[src/rtl/sag_pkg.sv]
package sag_pkg;

  typedef enum logic [1:0] {
    LV_GOOD = 2'd0,
    LV_WIN  = 2'd1,
    LV_LOW  = 2'd2,
    LV_BATT = 2'd3
  } sag_lvl_e;

  typedef enum logic [1:0] {
    ST_PROT = 2'd0,
    ST_RUN  = 2'd1,
    ST_LAG  = 2'd2
  } sag_st_e;

  typedef struct packed {
    logic hi;
    logic lo;
    logic bat;
  } sag_flags_t;

  // round a duration up to whole clock cycles
  function automatic int unsigned ns_to_cyc(input int unsigned ns, input int unsigned clk_ns);
    return (ns + clk_ns - 1) / clk_ns;
  endfunction

  // monotonic reading of the three comparator flags: a flag only counts
  // when every lower level is also present
  function automatic sag_lvl_e classify(input sag_flags_t f);
    logic bat_ok, lo_ok, hi_ok;
    bat_ok = f.bat;
    lo_ok  = f.lo & bat_ok;
    hi_ok  = f.hi & lo_ok;
    if (!bat_ok)     return LV_BATT;
    else if (!lo_ok) return LV_LOW;
    else if (!hi_ok) return LV_WIN;
    else             return LV_GOOD;
  endfunction

  function automatic logic is_collapse(input sag_lvl_e l);
    return (l == LV_LOW) || (l == LV_BATT);
  endfunction

endpackage

[src/rtl/sag_sync.sv]
module sag_sync #(
  parameter int unsigned W = 3
) (
  input  logic         clk,
  input  logic         rst_n,
  input  logic [W-1:0] d,
  output logic [W-1:0] q
);

  for (genvar b = 0; b < W; b++) begin : g_bit
    logic st1, st2;
    always_ff @(posedge clk or negedge rst_n) begin
      if (!rst_n) begin
        st1 <= 1'b0;
        st2 <= 1'b0;
      end else begin
        st1 <= d[b];
        st2 <= st1;
      end
    end
    assign q[b] = st2;
  end

endmodule

[src/rtl/sag_timer.sv]
module sag_timer #(
  parameter int unsigned LIMIT = 4
) (
  input  logic clk,
  input  logic rst_n,
  input  logic clr,
  input  logic run,
  output logic done
);

  localparam int unsigned CW = (LIMIT > 1) ? $clog2(LIMIT) : 1;

  logic [CW-1:0] cnt;
  logic          at_end;

  assign at_end = (cnt == CW'(LIMIT - 1));
  assign done   = run && !clr && at_end;

  always_ff @(posedge clk or negedge rst_n) begin
    if (!rst_n)          cnt <= '0;
    else if (clr)        cnt <= '0;
    else if (run) begin
      if (at_end)        cnt <= '0;
      else               cnt <= cnt + 1'b1;
    end
  end

  // a clear always restarts the count from zero
  p_clear_restarts_r6: assert property (@(posedge clk) disable iff (!rst_n)
    clr |=> (cnt == '0));

  // the count never passes its limit
  p_count_bounded_r6: assert property (@(posedge clk) disable iff (!rst_n)
    cnt <= CW'(LIMIT - 1));

endmodule

[src/rtl/sag_fsm.sv]
module sag_fsm
  import sag_pkg::*;
#(
  parameter int unsigned REC_CYC = 250000,
  parameter int unsigned LAG_CYC = 25000
) (
  input  logic     clk,
  input  logic     rst_n,
  input  sag_lvl_e lvl,
  output logic     prot,
  output logic     lagging
);

  sag_st_e st, st_n;
  logic    rec_done, lag_done;
  logic    good_now, collapse_now;

  assign good_now     = (lvl == LV_GOOD);
  assign collapse_now = is_collapse(lvl);

  // recovery hold-off: runs only while protected at the healthy level
  sag_timer #(.LIMIT(REC_CYC)) u_rec (
    .clk   (clk),
    .rst_n (rst_n),
    .clr   ((st != ST_PROT) || !good_now),
    .run   (st == ST_PROT),
    .done  (rec_done)
  );

  if (LAG_CYC > 0) begin : g_lag
    sag_timer #(.LIMIT(LAG_CYC)) u_lag (
      .clk   (clk),
      .rst_n (rst_n),
      .clr   (st != ST_LAG),
      .run   (st == ST_LAG),
      .done  (lag_done)
    );
  end else begin : g_nolag
    assign lag_done = 1'b1;
  end

  always_comb begin
    st_n = st;
    unique case (st)
      ST_RUN: begin
        if (lvl == LV_WIN)    st_n = ST_PROT;
        else if (collapse_now) st_n = (LAG_CYC == 0) ? ST_PROT : ST_LAG;
      end
      ST_LAG: begin
        if (lag_done)         st_n = ST_PROT;
      end
      default: begin
        if (rec_done)         st_n = ST_RUN;
      end
    endcase
  end

  always_ff @(posedge clk or negedge rst_n) begin
    if (!rst_n) st <= ST_PROT;
    else        st <= st_n;
  end

  assign prot    = (st == ST_PROT);
  assign lagging = (st == ST_LAG);

  // a window level while running locks out at the next edge
  p_window_trips_r4: assert property (@(posedge clk) disable iff (!rst_n)
    (st == ST_RUN && lvl == LV_WIN) |=> prot);

  // skipping the window never keeps the block in plain running mode
  p_collapse_leaves_run_r5: assert property (@(posedge clk) disable iff (!rst_n)
    (st == ST_RUN && collapse_now) |=> (st != ST_RUN));

  // the lag state only ever ends in protection
  p_lag_ends_protected_r5: assert property (@(posedge clk) disable iff (!rst_n)
    (st == ST_LAG) |=> (st == ST_LAG || st == ST_PROT));

  // release only follows a healthy cycle
  p_release_after_good_r6: assert property (@(posedge clk) disable iff (!rst_n)
    $fell(prot) |-> $past(good_now));

endmodule

[src/rtl/sag_gate.sv]
module sag_gate (
  input  logic prot,
  input  logic ce_n,
  input  logic oe_n,
  input  logic we_n,
  output logic sel,
  output logic wr,
  output logic drive
);

  logic enabled;

  assign enabled = !prot && !ce_n;
  assign sel     = enabled;
  assign wr      = enabled && !we_n;
  assign drive   = enabled && we_n && !oe_n;

endmodule

[src/rtl/supply_access_guard.sv]
module supply_access_guard
  import sag_pkg::*;
#(
  parameter int unsigned CLK_NS = 8,
  parameter int unsigned REC_NS = 2000000,
  parameter int unsigned LAG_NS = 200000
) (
  input  logic clk,
  input  logic rst_n,
  input  logic vcc_hi_i,
  input  logic vcc_lo_i,
  input  logic vcc_bat_i,
  input  logic ce_n_i,
  input  logic oe_n_i,
  input  logic we_n_i,
  output logic access_o,
  output logic mem_we_o,
  output logic dq_oe_o,
  output logic wprot_o,
  output logic bat_sel_o
);

  localparam int unsigned REC_RAW = ns_to_cyc(REC_NS, CLK_NS);
  localparam int unsigned REC_CYC = (REC_RAW == 0) ? 1 : REC_RAW;
  localparam int unsigned LAG_CYC = ns_to_cyc(LAG_NS, CLK_NS);

  sag_flags_t flags_raw, flags_sync;
  sag_lvl_e   lvl;
  logic       prot, lagging;

  assign flags_raw = '{hi: vcc_hi_i, lo: vcc_lo_i, bat: vcc_bat_i};

  sag_sync #(.W(3)) u_sync (
    .clk   (clk),
    .rst_n (rst_n),
    .d     (flags_raw),
    .q     (flags_sync)
  );

  assign lvl = classify(flags_sync);

  sag_fsm #(.REC_CYC(REC_CYC), .LAG_CYC(LAG_CYC)) u_fsm (
    .clk     (clk),
    .rst_n   (rst_n),
    .lvl     (lvl),
    .prot    (prot),
    .lagging (lagging)
  );

  sag_gate u_gate (
    .prot  (prot),
    .ce_n  (ce_n_i),
    .oe_n  (oe_n_i),
    .we_n  (we_n_i),
    .sel   (access_o),
    .wr    (mem_we_o),
    .drive (dq_oe_o)
  );

  assign wprot_o   = prot;
  assign bat_sel_o = (lvl == LV_BATT);

  // a protected array sees no select, write or drive
  p_prot_blocks_r9: assert property (@(posedge clk) disable iff (!rst_n)
    wprot_o |-> (!access_o && !mem_we_o && !dq_oe_o));

  // the data bus is never driven during a write
  p_no_contention_r8: assert property (@(posedge clk) disable iff (!rst_n)
    !(mem_we_o && dq_oe_o));

  // the cycle protection rises carries no write strobe
  p_write_abort_r10: assert property (@(posedge clk) disable iff (!rst_n)
    $rose(wprot_o) |-> !mem_we_o);

  // on battery the block is never in plain running mode for long
  p_batt_not_running_r7: assert property (@(posedge clk) disable iff (!rst_n)
    (bat_sel_o && !wprot_o && !lagging) |=> (wprot_o || lagging));

endmodule

[config.mk]
export PLATFORM = sky130hd
export DESIGN_NAME = supply_access_guard
export DESIGN_NICKNAME = d
export VERILOG_FILES = /design/src/rtl/sag_pkg.sv /design/src/rtl/sag_sync.sv /design/src/rtl/sag_timer.sv /design/src/rtl/sag_fsm.sv /design/src/rtl/sag_gate.sv /design/src/rtl/supply_access_guard.sv
export SDC_FILE = /design/constraint.sdc
export NUM_CORES = 1
export LEC_CHECK = 0
export BUFFER_PORTS_ARGS = -buffer_cell sky130_fd_sc_hd__buf_2
export CORE_UTILIZATION = 30
export CTS_CLUSTER_SIZE = 28
export DETAILED_ROUTE_END_ITERATION = 8
export HOLD_SLACK_MARGIN = 0.06
export PLACE_DENSITY = 0.57
export SLEW_MARGIN = 25
export SYNTH_ARGS = -nofsm -noshare
export SYNTH_HDL_FRONTEND = slang
export SYNTH_HIERARCHICAL = 1
export SYNTH_SLANG_ARGS = --single-unit
[constraint.sdc]
create_clock -name clk -period 2.4 [get_ports clk]
set_clock_uncertainty 0.1 [all_clocks]
set_input_delay 0.36 -clock clk [delete_from_list [all_inputs] [get_ports clk]]
set_output_delay 0.36 -clock clk [all_outputs]
set_load 0.01 [all_outputs]
==> results of run 1 <==
-- registers in the layout, indices dropped and copies added (netlist names) --
name / cells
u_sync/g_bit.st1: 3
u_fsm/g_lag.u_lag/cnt: 15
u_fsm/u_rec/cnt: 18
u_fsm/st: 2
u_sync/g_bit.st2: 3
-- routing by layer --
layer | routed length [um] | global-route usage [%]
met4 | 53 | 4.76
met3 | 148 | 3.32
met1 | 2410 | 18.1
met5 | 0 | 0
met2 | 2230 | 21.7
-- layout by cell type, fill, tap and decap left out, types with 2 or more instances in the layout --
cell type,count
a21o_1,2
a21oi_1,16
a22o_1,2
a31oi_1,8
and3_1,4
and4_1,2
buf_2,12
buf_4,8
clkbuf_8,5
dfrtp_1,41
dlygate4sd3_1,4
ha_1,5
inv_1,15
mux2i_1,8
nand2_1,30
nand3_1,17
nand4_1,9
nor2_1,13
nor3_1,8
o211ai_1,4
o21a_1,2
o21ai_0,5
o21ai_1,5
or2_2,2
or3_1,4
or4_1,4
-- power breakdown --
part           internal, mW  switching (mW)  total [mW]
clock network         0.312           0.249       0.561
logic                0.0154          0.0274      0.0428
registers             0.696         0.00291       0.699
total                  1.02           0.279        1.30
-- through the flow --
step                      area, um^2  setup slack [ps]
after floorplan                 2290               285
after global placement          2470               283
after detailed placement        2470               293
after CTS                       2620               274
after global routing            2620              52.8
final                           2620               283
-- cell type report --
| type | instances | area share (%) |
|---|---|---|
| well taps | 99 | 4.73 |
| repair buffers | 24 | 6.11 |
| clock buffers | 6 | 2.77 |
| clock inverters | 2 | 1.48 |
| inverters | 15 | 2.15 |
| flip-flops and latches | 41 | 39.2 |
| multi-input cells | 178 | 43.6 |
-- worst max-delay path: stages (launching register included) --
cell,delay [ps]
dfrtp_1,390
inv_1,100
ha_1,270
inv_1,110
or2b_1,270
nand2b_1,320
or3_1,410
o21ai_1,80
-- worst max-delay path by stage --
stage | from | depth (start not counted) | endpoint | slack, ps
after global placement | u_fsm/u_rec/cnt[0] | 8 | u_fsm/st[0] | 280
final | u_fsm/st[0] | 7 | u_fsm/g_lag.u_lag/cnt[4] | 280
after floorplan | u_fsm/st[0] | 9 | u_fsm/u_rec/cnt[10] | 280
after global routing | u_sync/g_bit[1].st2 | 10 | u_fsm/u_rec/cnt[9] | 50
after detailed placement | u_fsm/st[0] | 7 | u_fsm/g_lag.u_lag/cnt[11] | 290
after CTS | u_fsm/u_rec/cnt[0] | 8 | u_fsm/st[0] | 270
-- cell families after synthesis --
family / after synthesis
AO/OA/AOI/OAI: 56
adder cells (fa/ha/maj): 5
buffers and inverters: 25
flip-flops: 41
multiplexers: 8
AND/OR/NAND/NOR: 109
==> summary.txt, run 1 <==
unrepaired setup endpoints after global routing: no
power per cell area: 497 mW/mm^2
CP endpoint kind: register
top-area cell type share of the netlist area: 44.7%
Core Area: 0.00733 mm^2
I/O pins: 13
row count: 31
Ant. Diodes: 0
setup TNS: 0 ps
vias in the first global route: 1800
status: finished, final reports clean
die area: 0.00800 mm^2
# H-tree levels: 2
Reg2Reg Depth: 7
detailed-router iteration count before antenna repair: 4
hold wc startpoint: u_sync/g_bit[2].st1
most frequent cell after synthesis: dfrtp_1
Worst Hold Path EP: u_sync/g_bit[2].st2
Register Area: 0.00103 mm^2
CP Data Arrival Time: 2240 ps
clk buf depth: 2
mean routed wirelength per cell: 13.3 um
final setup violating endpoints: 0
placed wire-length estimate: 3310 um
total CTS buffers: 5
largest net degree at the start of global routing: 28
Synth Area in Compound Gates: 16.1%
time the worst path needs with I/O delays and setup: 2120 ps
mux cell area share after synthesis: 3.49%
reg2reg setup slack: 280 ps
largest cells by area after synthesis: dfrtp_1, nand2_1, nand3_1
synthesized area: 0.00229 mm^2
Worst-Skew Late Latency: 290 ps
reg2reg start: u_fsm/st[0]
max_slew headroom: 59.4%
Final Hold Viols: 0
IO Port Bufs: 12
cells after synthesis: 244
Layout Cells excl Fill: 365
routed via count: 1897
Slew @ Worst Pin: 608 ps
flops & latches, synth: 41
GRT Util Overall: 13.6%
Worst Setup Start Kind: register
CTS root buf: clkbuf_8
Synth async-reset ratio: 100%
DRT Wirelength: 4840 um
Horiz. Die Dim: 89.5 um
initial antenna violation count: 0
Data required, critical path: 2520 ps
Routed Antenna Nets: 0
Post-synth EDFFs: 0
synthesized area per cell: 9.40 um^2
Power Total: 1.30 mW
Final Cycle Share: 88.2%
post-CTS repair timing setup buffer count: 0
crit path kind: register to register
Main synth FF type: dfrtp_1
Fin Hold WS: 251 ps
post-layout util: 35.7%
first-pass GRT wire length: 8340 um
Placed Cells: 353
worst vdd ir: 0.394 mV
filler instances: 760
Max Slew Vio Count: 0
Yosys cell types: 56
Yosys warnings: 6
via/cell ratio: 5.20
reg2reg end: u_fsm/g_lag.u_lag/cnt[4]
post-CTS sizing: 0
Post-Synth XOR/XNOR Area: 0%
Hold Crit Depth: 0
CTS tree: yes
post-synthesis sequential area ratio: 44.7%
Post-Synth Adder-Cell Area: 2.73%
area added between synthesis and finish: 14.2%
simple-gate area share of the yosys netlist: 27.5%
proportion of layout cells with a drive suffix above 1: 16.2%
crit path max fanout: 9
Max-Cap Viols: 0
Iteration-0 DRC Markers: 123
final net count: 278
Commonest cells post-synth: dfrtp_1, nand2_1, nand3_1
Final GP Congestion: 0.766
Clock transition at path regs: 80 ps
Post-Syn Nets: 257
Leak: 1.07 nW
area of the multi-input gates: 0.00114 mm^2
largest family of logic cells by synthesized area: simple AND/OR/NAND/NOR gates
cts hold-fix bufs: 4
Synth area leader: dfrtp_1
Clock Sinks: 41
Die H: 89.5 um
initial core utilization: 31.3%
Post-route DRC: 0
fmax: 472 MHz
grt total ovfl: 0
Hold WC Path Type: register to register
(Power assumes the default switching activity.)
==> inputs of run 2 (changes only) <==
--- a/config.mk
+++ b/config.mk
@@ -6,11 +6,13 @@
 export NUM_CORES = 1
 export LEC_CHECK = 0
 export BUFFER_PORTS_ARGS = -buffer_cell sky130_fd_sc_hd__buf_2
+export CORE_ASPECT_RATIO = 1.1
 export CORE_UTILIZATION = 30
 export CTS_CLUSTER_SIZE = 28
 export DETAILED_ROUTE_END_ITERATION = 8
 export HOLD_SLACK_MARGIN = 0.06
 export PLACE_DENSITY = 0.57
+export RECOVER_POWER = 25
 export SLEW_MARGIN = 25
 export SYNTH_ARGS = -nofsm -noshare
 export SYNTH_HDL_FRONTEND = slang
==> run 2 against run 1 <==
Die area is essentially flat; register-to-register slack barely moved; final cell count fell by 2.7%; critical path type unchanged; critical endpoint is now u_fsm/u_rec/cnt[14]; highest routed layer unchanged.
==> summary.txt, run 2 (synthesized netlist as in run 1, its figures left out) <==
status: finished, final reports clean
Final Cycle Share: 88.4% (+0.21 points)
register bank with the most flops: u_fsm/u_rec/cnt
Clock Sinks: 41 (unchanged)
# H-tree levels: 2 (unchanged)
proportion of layout cells with a drive suffix above 1: 16.4% (+0.25 points)
Horiz. Die Dim: 85.4 um (-4.5%)
Clock transition at path regs: 80 ps (about the same)
Fin Hold WS: 72.6 ps (-178 ps)
row count: 33 (+6.5%)
Max-Cap Viols: 0 (unchanged)
Placed Cells: 344 (-2.5%)
GRT Util Overall: 13.8% (+0.18 points)
time the worst path needs with I/O delays and setup: 2120 ps (+5.15 ps)
initial antenna violation count: 0 (unchanged)
I/O pins: 13 (unchanged)
Post-route DRC: 0 (unchanged)
post-CTS repair timing setup buffer count: 0 (unchanged)
routed via count: 1901 (+0.21%)
CP Data Arrival Time: 2240 ps (about the same)
crit path max fanout: 7 (-2)
Data required, critical path: 2520 ps (about the same)
Final GP Congestion: 0.836 (+9.2%)
Slew @ Worst Pin: 813 ps (+205 ps)
crit path kind: register to register
commonest cells after routing, fill and taps aside: dfrtp_1, nand2_1, nand3_1
Hold WC Path Type: primary input to register
final net count: 280 (+0.72%)
Final Hold Viols: 0 (unchanged)
Iteration-0 DRC Markers: 54 (-56%)
grt total ovfl: 0 (unchanged)
Power Total: 1.30 mW (about the same)
Layout Cells excl Fill: 355 (-2.7%)
final setup violating endpoints: 0 (unchanged)
max_slew headroom: 45.8% (-14 points)
worst vdd ir: 0.226 mV (-43%)
crit-path cells: ha_1 -> nand3_1 -> nor2_2 -> nand2_1 -> or4_1 -> a31oi_1
Largest register FFs: 18 (unchanged)
placed wire-length estimate: 3600 um (+8.8%)
Core Area: 0.00743 mm^2 (+1.4%)
vias in the first global route: 1880 (+4.4%)
clk buf depth: 2 (unchanged)
CP endpoint kind: register
DRT Wirelength: 5010 um (+3.4%)
Max Slew Vio Count: 0 (unchanged)
setup TNS: 0 ps (unchanged)
Leak: 1.08 nW (+0.52%)
via/cell ratio: 5.35 (+3.0%)
leading registers by flop count: u_fsm/u_rec/cnt (18), u_fsm/g_lag.u_lag/cnt (15)
initial core utilization: 30.9% (-0.43 points)
detailed-router iteration count before antenna repair: 4 (unchanged)
power per cell area: 499 mW/mm^2 (+0.37%)
Ant. Diodes: 0 (unchanged)
Routed Antenna Nets: 0 (unchanged)
peak per-stage delay on the critical path: 430 ps (+20 ps)
area added between synthesis and finish: 13.8%
die area: 0.00800 mm^2 (about the same)
most common cell after layout, fill and taps aside: dfrtp_1
Worst-Skew Late Latency: 300 ps (about the same)
mean routed wirelength per cell: 14.1 um (+6.3%)
Worst Setup Start Kind: register
Die H: 93.7 um (+4.8%)
CTS tree: yes
post-layout util: 35.2% (-0.59 points)
CTS root buf: clkbuf_8
Crit-path slowest cell: or4_1
unrepaired setup endpoints after global routing: no
total CTS buffers: 5 (unchanged)
first-pass GRT wire length: 8650 um (+3.8%)
IO Port Bufs: 12 (unchanged)
fmax: 471 MHz (-0.24%)
largest net degree at the start of global routing: 19 (-32%)
==> run 2: changes by cell type in the layout (fill, tap and decap cells not counted), sizes merged <==
cell         before  now
buf              20   21
clkbuf            6    8
dlygate4sd3       4    3
==> run 2: final cells by class <==
| cell class | instances | area, um^2 |
|---|---|---|
| Clock buffer | 6 | 72.6 |
| Clock inverter | 2 | 38.8 |
| Fill cell | 766 | 4820 |
| Inverter | 15 | 56.3 |
| Multi-Input combinational cell | 178 | 1140 |
| Sequential cell | 41 | 1030 |
| Tap cell | 87 | 109 |
| Timing Repair Buffer | 26 | 168 |
==> run 2: final timing paths <==
path                                     start                         to  slack, ps  depth (start not counted)
hold / removal                       vcc_bat_i        u_sync/g_bit[0].st1         70                          1
min in group asynchronous                rst_n  u_fsm/g_lag.u_lag/cnt[10]        560                          2
setup reg to reg            u_fsm/u_rec/cnt[0]        u_fsm/u_rec/cnt[14]        280                          6
max in group asynchronous                rst_n        u_sync/g_bit[2].st1        500                          3
setup / recovery            u_fsm/u_rec/cnt[0]        u_fsm/u_rec/cnt[14]        280                          6
hold reg to reg            u_sync/g_bit[2].st1        u_sync/g_bit[2].st2        250                          0
==> run 2: where the power goes <==
| part | internal (mW) | total (mW) | switching [mW] |
|---|---|---|---|
| Sequential | 0.696 | 0.699 | 0.00296 |
| Combinational | 0.0149 | 0.0423 | 0.0275 |
| Clock | 0.312 | 0.563 | 0.250 |
==> run 2: metrics by stage <==
stage	worst slack [ps]	instance area [um^2]
5_1_grt	67.5	2610
4_1_cts	276	2600
3_5_place_dp	299	2480
3_3_place_gp	291	2480
2_1_floorplan	285	2290
6_report	277	2610
==> run 2: metal layers <==
layer | vias to the layer above | routed length [um] | GRT usage (%)
met4 | 0 | 102 | 5.69
met1 | 916 | 2270 | 17.0
li1 | 944 | - | -
met5 | - | 0 | 0
met2 | 27 | 2490 | 23.9
met3 | 14 | 138 | 2.46
==> run 2: critical path: cells and delay by family (launching register included) <==
kind	cells	cell delay [ps]
AND/OR/NAND/NOR	4	1160
flip-flops	1	410
adder cells (fa/ha/maj)	1	210
AO/OA/AOI/OAI	1	170
==> run 2: timing repair <==
action / CTS / global route
resized for setup: 0 / 0
hold buffers: 1 / 2
hold endpoints to repair: 12 / 2
==> inputs of run 3 (changes only) <==
--- a/config.mk
+++ b/config.mk
@@ -8,6 +8,7 @@
 export BUFFER_PORTS_ARGS = -buffer_cell sky130_fd_sc_hd__buf_2
 export CORE_ASPECT_RATIO = 1.1
 export CORE_UTILIZATION = 30
+export CTS_BUF_LIST = sky130_fd_sc_hd__clkbuf_4 sky130_fd_sc_hd__clkbuf_8
 export CTS_CLUSTER_SIZE = 28
 export DETAILED_ROUTE_END_ITERATION = 8
 export HOLD_SLACK_MARGIN = 0.06
==> run 3 against run 2 <==
Maximum frequency down 1.1%; non-clock buffer count unchanged; utilization rose by 0.050 points; combinational power about the same; register-to-register slack worse by 20 ps; hold slack is essentially flat; sequential share of layout area fell by 0.056 points; global-route usage grew 0.076 points.
==> summary.txt, run 3 (synthesized netlist as in run 1, its figures left out) <==
Die H: 93.7 um (unchanged)
Worst-Skew Late Latency: 300 ps (about the same)
detailed-router iteration count before antenna repair: 4 (unchanged)
internal cell power: 1.03 mW (+1.1%)
initial antenna violation count: 0 (unchanged)
crit path max fanout: 7 (unchanged)
Slew @ Worst Pin: 829 ps (+15.3 ps)
die area: 0.00800 mm^2 (unchanged)
post-CTS sizing: 0 (unchanged)
area added between synthesis and finish: 14.0%
initial core utilization: 30.9% (unchanged)
CTS root buf: clkbuf_8
largest net degree at the start of global routing: 19 (unchanged)
# H-tree levels: 2 (unchanged)
CP Data Arrival Time: 2260 ps (+20 ps)
Final Cycle Share: 89.4% (+0.98 points)
vias in the first global route: 1905 (+1.3%)
post-CTS repair timing setup buffer count: 0 (unchanged)
clk buf depth: 2 (unchanged)
mean routed wirelength per cell: 14.2 um (+0.48%)
CTS tree: yes
commonest cells after routing, fill and taps aside: dfrtp_1, nand2_1, nand3_1
power per cell area: 503 mW/mm^2 (+0.77%)
Routed Antenna Nets: 0 (unchanged)
via/cell ratio: 5.35 (about the same)
max_slew headroom: 44.8% (-1.0 points)
Clock Sinks: 41 (unchanged)
Max Slew Vio Count: 0 (unchanged)
register bank with the most flops: u_fsm/u_rec/cnt
Largest register FFs: 18 (unchanged)
final setup violating endpoints: 0 (unchanged)
I/O pins: 13 (unchanged)
first-pass GRT wire length: 8710 um (+0.72%)
Max-Cap Viols: 0 (unchanged)
DRT Wirelength: 5030 um (+0.48%)
combinational share of power: 3.2% (about the same)
status: finished, final reports clean
time the worst path needs with I/O delays and setup: 2150 ps (+23.4 ps)
CP endpoint kind: register
most common cell after layout, fill and taps aside: dfrtp_1
placed wire-length estimate: 3600 um (unchanged)
cts hold-fix bufs: 1 (unchanged)
GRT Util Overall: 13.9% (+0.076 points)
Register Area: 0.00103 mm^2 (unchanged)
proportion of layout cells with a drive suffix above 1: 16.8% (+0.37 points)
grt total ovfl: 0 (unchanged)
final net count: 280 (unchanged)
setup TNS: 0 ps (unchanged)
Final GP Congestion: 0.836 (unchanged)
filler instances: 767 (+0.13%)
Clock transition at path regs: 80 ps (about the same)
total CTS buffers: 5 (unchanged)
Leak: 1.08 nW (+0.32%)
IO Port Bufs: 12 (unchanged)
row count: 33 (unchanged)
worst vdd ir: 0.226 mV (about the same)
area of the multi-input gates: 0.00114 mm^2 (unchanged)
Ant. Diodes: 0 (unchanged)
Sw Share: 21.4% (-0.15 points)
fmax: 466 MHz (-1.1%)
Data required, critical path: 2520 ps (about the same)
Seq pwr share: 53.1% (-0.5 points)
Worst Setup Start Kind: register
Core Area: 0.00743 mm^2 (unchanged)
Post-route DRC: 0 (unchanged)
leading registers by flop count: u_fsm/u_rec/cnt (18), u_fsm/g_lag.u_lag/cnt (15)
Horiz. Die Dim: 85.4 um (unchanged)
crit path kind: register to register
unrepaired setup endpoints after global routing: no
Hold WC Path Type: primary input to register
Fin Hold WS: 72.2 ps (-0.383 ps)
NetSw: 0.281 mW (+0.22%)
routed via count: 1900 (-0.053%)
Clk network pwr share: 43.7% (+0.6 points)
Final Hold Viols: 0 (unchanged)
Iteration-0 DRC Markers: 63 (+17%)
## run 3: cell counts in the layout (fill, tap and decap cells not counted)
No cell type changed its count.
## run 3: through the flow
step,area (um^2),cells,utilization (%),worst slack (ps),power (mW)
floorplan,2290,244,-,285,0.727
global placement,2480,344,33.3,291,0.753
detailed placement,2480,344,33.3,299,0.754
CTS,2600,353,35.0,276,1.33
global route,2620,355,35.2,67.5,1.37
finish,2620,355,35.2,254,1.32
## run 3: path summary, 6_finish.rpt
kind                                      from                        end  slack, ps  depth (start not counted)
setup / recovery            u_fsm/u_rec/cnt[0]        u_fsm/u_rec/cnt[14]        250                          6
min in group asynchronous                rst_n  u_fsm/g_lag.u_lag/cnt[10]        560                          2
max in group asynchronous                rst_n        u_sync/g_bit[2].st1        490                          3
hold / removal                       vcc_bat_i        u_sync/g_bit[0].st1         70                          1
hold reg to reg            u_sync/g_bit[2].st1        u_sync/g_bit[2].st2        250                          0
setup reg to reg            u_fsm/u_rec/cnt[0]        u_fsm/u_rec/cnt[14]        250                          6
## run 3: layer usage
| metal | track usage (%) | share of wire [%] | up-vias |
|---|---|---|---|
| li1 | - | - | 944 |
| met1 | 16.9 | 46 | 912 |
| met2 | 24.3 | 50 | 37 |
| met3 | 2.46 | 2.7 | 7 |
| met4 | 5.69 | 1.3 | 0 |
| met5 | 0 | 0 | - |
## run 3: layout make-up
type | instances | area share [%]
multi-input combinational | 178 | 43.7
inverter | 15 | 2.15
sequential | 41 | 39.2
clock inverter | 2 | 1.48
clock buffer | 6 | 2.92
tap | 87 | 4.16
timing repair buffer | 26 | 6.41
## run 3: power by group through the flow
stage	Clock (mW)	Sequential, mW	Combinational, mW
2_1_floorplan	0	0.711	0.0155
5_1_grt	0.623	0.700	0.0486
6_report	0.574	0.699	0.0424
3_3_place_gp	0	0.713	0.0402
4_1_cts	0.590	0.699	0.0425
3_5_place_dp	0	0.713	0.0409
## run 3: worst max-delay path: stages (launching register included)
cell and delay [ps]:
dfrtp_1 410, ha_1 210, nand3_1 210, nor2_2 350, nand2_1 180, or4_1 430, a31oi_1 170
